**src/rtl/pbs_pkg.sv**
```systemverilog
package pbs_pkg;

    typedef enum logic [1:0] {
        OP_IDLE       = 2'd0,
        OP_HIT        = 2'd1,
        OP_FILL_EMPTY = 2'd2,
        OP_FILL_FULL  = 2'd3
    } op_e;

    typedef enum logic {
        ST_FILLING = 1'b0,
        ST_FULL    = 1'b1
    } st_e;

endpackage

```
**src/rtl/pbs_op_decode.sv**
```systemverilog
module pbs_op_decode
    import pbs_pkg::*;
#(
    parameter int NUM_POS = 8,
    parameter int POS_W   = $clog2(NUM_POS),
    parameter int CNT_W   = $clog2(NUM_POS + 1)
) (
    input  logic               clk,
    input  logic               rst_n,
    input  logic               hit_req,
    input  logic [POS_W-1:0]   hit_pos,
    input  logic               fill_req,
    input  logic [NUM_POS-1:0] slot_valid,
    output op_e                op,
    output logic [POS_W-1:0]   op_pos,
    output logic [POS_W-1:0]   fill_pos,
    output logic               fill_stall
);

    st_e              state, state_nxt;
    logic [CNT_W-1:0] used_cnt, used_cnt_nxt;
    logic             hit_movable;

    // a hit can only move a live line forward into a live neighbour
    always_comb begin
        hit_movable = 1'b0;
        if (int'(hit_pos) < NUM_POS && hit_pos != '0) begin
            hit_movable = slot_valid[hit_pos] && slot_valid[hit_pos - POS_W'(1)];
        end
    end

    // state register
    always_ff @(posedge clk) begin
        if (!rst_n) begin
            state    <= ST_FILLING;
            used_cnt <= '0;
        end else begin
            state    <= state_nxt;
            used_cnt <= used_cnt_nxt;
        end
    end

    // next state: SET_COMPLETE when the last empty slot is taken
    always_comb begin
        state_nxt    = state;
        used_cnt_nxt = used_cnt;
        unique case (state)
            ST_FILLING: begin
                if (op == OP_FILL_EMPTY) begin
                    used_cnt_nxt = used_cnt + CNT_W'(1);
                    if (int'(used_cnt) == NUM_POS - 1) begin
                        state_nxt = ST_FULL;
                    end
                end
            end
            ST_FULL: begin
                state_nxt = ST_FULL;
            end
            default: state_nxt = ST_FILLING;
        endcase
    end

    // outputs: operation selection with hit priority
    always_comb begin
        op         = OP_IDLE;
        op_pos     = hit_pos;
        fill_pos   = '0;
        fill_stall = hit_req && fill_req;
        unique case (state)
            ST_FILLING: begin
                fill_pos = POS_W'(NUM_POS - 1 - int'(used_cnt));
                if (hit_req) begin
                    if (hit_movable) op = OP_HIT;
                end else if (fill_req) begin
                    op = OP_FILL_EMPTY;
                end
            end
            ST_FULL: begin
                if (hit_req) begin
                    if (hit_movable) op = OP_HIT;
                end else if (fill_req) begin
                    op = OP_FILL_FULL;
                end
            end
            default: op = OP_IDLE;
        endcase
    end

    // a stalled fill never turns into a fill operation
    assert_stall_blocks_fill_R7: assert property (@(posedge clk) disable iff (!rst_n)
        fill_stall |-> (op != OP_FILL_EMPTY && op != OP_FILL_FULL));

    // once every slot is taken the set never reports room again
    assert_full_sticky_R6: assert property (@(posedge clk) disable iff (!rst_n)
        state == ST_FULL |=> (state == ST_FULL && &slot_valid));

endmodule

```
**src/rtl/pbs_slot_store.sv**
```systemverilog
module pbs_slot_store
    import pbs_pkg::*;
#(
    parameter int NUM_POS = 8,
    parameter int TAG_W   = 8,
    parameter int POS_W   = $clog2(NUM_POS)
) (
    input  logic                            clk,
    input  logic                            rst_n,
    input  op_e                             op,
    input  logic [POS_W-1:0]                op_pos,
    input  logic [POS_W-1:0]                fill_pos,
    input  logic [TAG_W-1:0]                fill_tag,
    output logic [NUM_POS-1:0][TAG_W-1:0]   tags,
    output logic [NUM_POS-1:0]              valid,
    output logic                            evict_valid,
    output logic [TAG_W-1:0]                evict_tag
);

    localparam int MID = NUM_POS / 2;

    for (genvar i = 0; i < NUM_POS; i++) begin : g_slot
        logic [TAG_W-1:0] nearer_tag;
        logic [TAG_W-1:0] farther_tag;
        logic [TAG_W-1:0] tag_nxt;
        logic             val_nxt;

        if (i > 0) begin : g_has_nearer
            assign nearer_tag = tags[i-1];
        end else begin : g_no_nearer
            assign nearer_tag = '0;
        end

        if (i < NUM_POS - 1) begin : g_has_farther
            assign farther_tag = tags[i+1];
        end else begin : g_no_farther
            assign farther_tag = '0;
        end

        always_comb begin
            tag_nxt = tags[i];
            val_nxt = valid[i];
            unique case (op)
                OP_HIT: begin
                    if (int'(op_pos) == i) begin
                        tag_nxt = nearer_tag;
                    end else if (int'(op_pos) == i + 1) begin
                        tag_nxt = farther_tag;
                    end
                end
                OP_FILL_EMPTY: begin
                    if (int'(fill_pos) == i) begin
                        tag_nxt = fill_tag;
                        val_nxt = 1'b1;
                    end
                end
                OP_FILL_FULL: begin
                    if (i == MID) begin
                        tag_nxt = fill_tag;
                    end else if (i > MID) begin
                        tag_nxt = nearer_tag;
                    end
                end
                default: begin
                    tag_nxt = tags[i];
                end
            endcase
        end

        always_ff @(posedge clk) begin
            if (!rst_n) begin
                tags[i]  <= '0;
                valid[i] <= 1'b0;
            end else begin
                tags[i]  <= tag_nxt;
                valid[i] <= val_nxt;
            end
        end

        if (i > 0) begin : g_swap_chk
            // promotion trades places with the nearer neighbour
            assert_hit_swap_R2: assert property (@(posedge clk) disable iff (!rst_n)
                (op == OP_HIT && int'(op_pos) == i) |=>
                (tags[i-1] == $past(tags[i]) && tags[i] == $past(tags[i-1])));
        end
    end

    always_ff @(posedge clk) begin
        if (!rst_n) begin
            evict_valid <= 1'b0;
            evict_tag   <= '0;
        end else begin
            evict_valid <= (op == OP_FILL_FULL);
            evict_tag   <= (op == OP_FILL_FULL) ? tags[NUM_POS-1] : evict_tag;
        end
    end

    // insertion into a full set lands at the middle
    assert_mid_insert_R4: assert property (@(posedge clk) disable iff (!rst_n)
        op == OP_FILL_FULL |=> (tags[MID] == $past(fill_tag) && valid == $past(valid)));

    // the farthest line is the one reported
    assert_evict_tag_R5: assert property (@(posedge clk) disable iff (!rst_n)
        op == OP_FILL_FULL |=> (evict_valid && evict_tag == $past(tags[NUM_POS-1])));

    // filling an empty slot never evicts
    assert_no_evict_on_empty_R6: assert property (@(posedge clk) disable iff (!rst_n)
        op == OP_FILL_EMPTY |=> !evict_valid);

    // no operation leaves the set untouched
    assert_idle_stable_R8: assert property (@(posedge clk) disable iff (!rst_n)
        op == OP_IDLE |=> ($stable(tags) && $stable(valid) && !evict_valid));

endmodule

```
**src/rtl/promo_bank_set.sv**
```systemverilog
module promo_bank_set
    import pbs_pkg::*;
#(
    parameter int NUM_POS = 8,
    parameter int TAG_W   = 8,
    localparam int POS_W  = $clog2(NUM_POS)
) (
    input  logic                       clk,
    input  logic                       rst_n,
    input  logic                       hit_req,
    input  logic [POS_W-1:0]           hit_pos,
    input  logic                       fill_req,
    input  logic [TAG_W-1:0]           fill_tag,
    output logic                       fill_stall,
    output logic                       evict_valid,
    output logic [TAG_W-1:0]           evict_tag,
    output logic [NUM_POS*TAG_W-1:0]   set_tags,
    output logic [NUM_POS-1:0]         set_valid
);

    op_e                          op;
    logic [POS_W-1:0]             op_pos;
    logic [POS_W-1:0]             fill_pos;
    logic [NUM_POS-1:0][TAG_W-1:0] tags;
    logic [NUM_POS-1:0]           valid;

    pbs_op_decode #(
        .NUM_POS (NUM_POS)
    ) u_decode (
        .clk        (clk),
        .rst_n      (rst_n),
        .hit_req    (hit_req),
        .hit_pos    (hit_pos),
        .fill_req   (fill_req),
        .slot_valid (valid),
        .op         (op),
        .op_pos     (op_pos),
        .fill_pos   (fill_pos),
        .fill_stall (fill_stall)
    );

    pbs_slot_store #(
        .NUM_POS (NUM_POS),
        .TAG_W   (TAG_W)
    ) u_store (
        .clk         (clk),
        .rst_n       (rst_n),
        .op          (op),
        .op_pos      (op_pos),
        .fill_pos    (fill_pos),
        .fill_tag    (fill_tag),
        .tags        (tags),
        .valid       (valid),
        .evict_valid (evict_valid),
        .evict_tag   (evict_tag)
    );

    assign set_tags  = tags;
    assign set_valid = valid;

    // nothing leaves the set in the first cycle after reset
    assert_reset_quiet_R1: assert property (@(posedge clk)
        $rose(rst_n) |-> (!evict_valid && set_valid == '0));

endmodule

```
**config.mk**
```make
export PLATFORM = sky130hd
export DESIGN_NAME = promo_bank_set
export DESIGN_NICKNAME = d
export VERILOG_FILES = /design/src/rtl/pbs_pkg.sv /design/src/rtl/pbs_op_decode.sv /design/src/rtl/pbs_slot_store.sv /design/src/rtl/promo_bank_set.sv
export SDC_FILE = /design/constraint.sdc
export NUM_CORES = 1
export LEC_CHECK = 0
export ABC_AREA = 1
export BUFFER_PORTS_ARGS = -buffer_cell sky130_fd_sc_hd__buf_2
export CORE_ASPECT_RATIO = 0.9
export CORE_MARGIN = 1
export CORE_UTILIZATION = 45
export CTS_BUF_LIST = sky130_fd_sc_hd__clkbuf_8 sky130_fd_sc_hd__clkbuf_16
export CTS_CLUSTER_DIAMETER = 80
export CTS_CLUSTER_SIZE = 30
export DETAILED_ROUTE_END_ITERATION = 10
export GPL_TIMING_DRIVEN = 0
export PLACE_DENSITY = 0.67
export SETUP_SLACK_MARGIN = 0.05
export SKIP_LAST_GASP = 1
export SLEW_MARGIN = 20
export SYNTH_ARGS = -nofsm -noshare
export SYNTH_HDL_FRONTEND = slang
export SYNTH_SLANG_ARGS = --single-unit
```
**constraint.sdc**
```tcl
create_clock -name clk -period 3.06 [get_ports clk]
set_clock_uncertainty 0.05 [all_clocks]
set_input_delay 0.153 -clock clk [delete_from_list [all_inputs] [get_ports clk]]
set_output_delay 0.153 -clock clk [all_outputs]
set_load 0.01 [all_outputs]
```
==> flow_metrics.env <==
export IMPL_reg2regPathDepth=14
export IMPL_grt_pass1_vias=5024
export IMPL_relSlewSlack_pct=57.6
export IMPL_dr_pass1_iters=5
export IMPL_multi_input_area_um2=2800
export IMPL_rows=35
export IMPL_post_place_ws_ns=-0.247
export IMPL_crit_type="in -> reg"
export IMPL_drc=0
export IMPL_ant_nets=0
export IMPL_coreArea_um2=10500
export IMPL_max_freq_ghz=0.362
export IMPL_io_buffers=94
export IMPL_ys_types=36
export IMPL_hold_viol=0
export IMPL_required_ns=3.28
export IMPL_cp_num_cells=20
export IMPL_min_period_ns=2.76
export IMPL_slew_violations=0
export IMPL_min_path_type="in -> reg"
export IMPL_grt_total_usage_pct=30.3
export IMPL_cap_violations=0
export IMPL_cp_common_cell="nand3_1"
export IMPL_ys_top_cells_by_area="dfxtp_1, nand2_1, nor2_1"
export IMPL_cp_slowest_stage_delay_ns=0.34
export IMPL_crit_path_start_kind="input port"
export IMPL_peakVddDrop_mv=0.297
export IMPL_setup_viol=0
export IMPL_endpoint_kind="flop"
export IMPL_synth_cells=761
export IMPL_synthArstFlopShare_pct=0
export IMPL_die_h_um=102
export IMPL_cts_tree="done"
export IMPL_path_cells="buf_2 -> buf_6 -> inv_6 -> ha_1 -> inv_1 -> nand3_1 -> nand3_1 -> nand2_2 -> nand3_4 -> o21ai_2 -> inv_1 -> ha_2 -> clkbuf_4 -> buf_2 -> nand2_1 -> o211ai_1 -> o21ai_0 -> nand3_1 -> nand2_1 -> nor2_1"
export IMPL_final_layout_size_suffix_gt1_share_pct=18.5
export IMPL_clk_pin_slew_ns=0.06
export IMPL_synth_area_leader_cell="dfxtp_1"
export IMPL_tightest_slew_ns=0.636
export IMPL_crit_fanout=11
export IMPL_hold_worst_slack_ns=0.145
export IMPL_cts_sinks=86
export IMPL_num_io_pins=97
export IMPL_regToRegSetupSlack_ns=0.41
export IMPL_die_w_um=113
export IMPL_regArea_um2=1720
export IMPL_routed_wl_um=17000
export IMPL_seq_area_frac_synth_pct=34.7
export IMPL_synth_top_area_share_pct=34.7
export IMPL_clk_latency_ns=0.34
export IMPL_p_per_area_nw_per_um2=526
export IMPL_netlist_area_um2=4950
export IMPL_grt_ovfl_total=0
export IMPL_area_growth_pct=19.4
export IMPL_synth_common_cells="nand2_1, nor2_1, a21oi_1"
export IMPL_wl_per_cell_um=17.0
export IMPL_finalNetCount=890
export IMPL_setup_ws_ns=0.295
export IMPL_antenna_found_initial=0
export IMPL_timing_rr_start="u_store.valid[5]"
export IMPL_cts_htree_levels=3
export IMPL_yosys_most_used_dff="dfxtp_1"
export IMPL_fillers=1051
export IMPL_worstSetupStartpoint="hit_pos[0]"
export IMPL_cp_num_buf_inv=7
export IMPL_synth_edf_count=0
export IMPL_synth_most_common_cell="nand2_1"
export IMPL_vias=5591
export IMPL_dp_hpwl_um=13000
export IMPL_syn_avg_cell_area_um2=6.51
export IMPL_synth_seq_cells=86
export IMPL_crit_arrival_ns=2.99
export IMPL_via_per_inst=5.59
export IMPL_outcome="finished, final reports clean"
export IMPL_post_route_period_util_pct=90.4
export IMPL_cp_top_family="buffers and inverters"
export IMPL_antenna_cells=0
export IMPL_cellLeakagePower_nw=2.81
export IMPL_die_area_um2=11400
export IMPL_rsz0062_at_grt="false"
export IMPL_clock_tree_root_cell="clkbuf_16"
export IMPL_finalWeightedCongestion=0.926
export IMPL_synth_fp_nets=785
export IMPL_postCtsHoldBufs=0
export IMPL_first_iter_violations=607
export IMPL_start_util_pct=47.3
export IMPL_grt_pass1_wl_um=26700
export IMPL_cts_buffers=9
export IMPL_yosys_warnings=0
export IMPL_crit_slowest_cell="ha_1"
export IMPL_grt_max_degree=14
export IMPL_endpoint="u_store.g_slot[4].farther_tag[1]"
export IMPL_r2r_end="u_store.g_slot[1].farther_tag[5]"
export IMPL_clockBufferDepth=2
## repair_timing
action / CTS / global route
endpoints found under the setup margin: 0 / 53
setup buffers: 0 / 0
gates resized for setup: 0 / 10
## layout make-up
class | instances | share of cell area, %
Clock inverter | 6 | 1.31
Inverter | 63 | 4.08
Buffer | 39 | 3.45
Clock buffer | 10 | 4.04
Timing Repair Buffer | 94 | 7.95
Multi-Input combinational cell | 573 | 47.3
Tap cell | 129 | 2.73
Sequential cell | 86 | 29.1
## worst reg2reg max path: cells and delay by family (launching register included)
| kind | cells | cell delay, ns |
|---|---|---|
| flip-flops | 1 | 0.42 |
| buffers and inverters | 3 | 0.57 |
| AND/OR/NAND/NOR | 5 | 0.55 |
| AO/OA/AOI/OAI | 5 | 0.75 |
| adder cells (fa/ha/maj) | 1 | 0.23 |
## metrics by stage
stage | TNS, ns | utilization [%] | cells | area, um2 | total power, W
3_3_place_gp | -2.00 | 53.4 | 984 | 5590 | 0.00193
6_report | 0 | 56.5 | 1000 | 5910 | 0.00311
4_1_cts | 0 | 56.4 | 1000 | 5900 | 0.00311
5_1_grt | 0 | 56.5 | 1000 | 5910 | 0.00325
3_5_place_dp | -4.43 | 53.4 | 984 | 5590 | 0.00194
2_1_floorplan | 0 | - | 761 | 4950 | 0.00171
## metal layers
metal	track usage [%]	part of all wire [%]	vias up
met4	9.64	2.1	0
met3	8.02	9.8	30
met5	0	0	-
met2	46.6	43	273
li1	-	-	2710
met1	41.6	45	2578
## state kept, by name, summed over array words and instances, names as in the netlist
register	count
u_store.valid	8
u_store.g_slot.nearer_tag	8
u_store.evict_tag	8
u_decode.used_cnt	4
u_decode.state	1
u_store.evict_valid	1
u_store.g_slot.farther_tag	56
## cell families (layout without fill, tap and decap cells)
| logic type | after synthesis | in the layout | share of synthesized area (%) |
|---|---|---|---|
| simple gates | 355 | 355 | 29.9 |
| compound gates | 199 | 199 | 22.2 |
| buf+inv | 102 | 212 | 8.89 |
| flops | 86 | 86 | 34.7 |
| fa+ha+maj | 9 | 9 | 2.27 |
| mux | 8 | 8 | 1.62 |
| xor+xnor | 2 | 2 | 0.354 |
## placed cells by master, fill, tap and decap left out, types with 3 or more instances in the layout
| master | count |
|---|---|
| clkbuf_1 | 14 |
| a31oi_1 | 10 |
| buf_6 | 3 |
| nand3_1 | 48 |
| buf_2 | 105 |
| clkbuf_16 | 9 |
| ha_1 | 8 |
| inv_1 | 59 |
| o21a_1 | 6 |
| nand2_1 | 145 |
| buf_4 | 4 |
| mux2i_1 | 8 |
| a21oi_1 | 88 |
| nand2_2 | 3 |
| nor2_4 | 3 |
| nor2_1 | 139 |
| dfxtp_1 | 86 |
| inv_2 | 5 |
| buf_1 | 4 |
| a21oi_2 | 3 |
| a22oi_1 | 4 |
| or2_2 | 8 |
| o21ai_0 | 73 |
| o211ai_1 | 10 |
## worst min path at each step
stage	start	endpoint	depth (start not counted)
after floorplan	hit_req	fill_stall	2
after global placement	u_decode.used_cnt[3]	u_decode.used_cnt[3]	1
after detailed placement	u_decode.used_cnt[3]	u_decode.used_cnt[3]	1
after CTS	fill_tag[5]	u_store.g_slot[3].farther_tag[5]	5
after global routing	fill_tag[3]	u_store.g_slot[3].farther_tag[3]	5
final	fill_tag[5]	u_store.g_slot[3].farther_tag[5]	5
## power breakdown
group          internal [W]  switching (W)  total, W
logic              0.000236       0.000418  0.000654
registers           0.00120      0.0000790   0.00128
clock network      0.000729       0.000450   0.00118
total               0.00217       0.000947   0.00311
(Power assumes the default switching activity.)
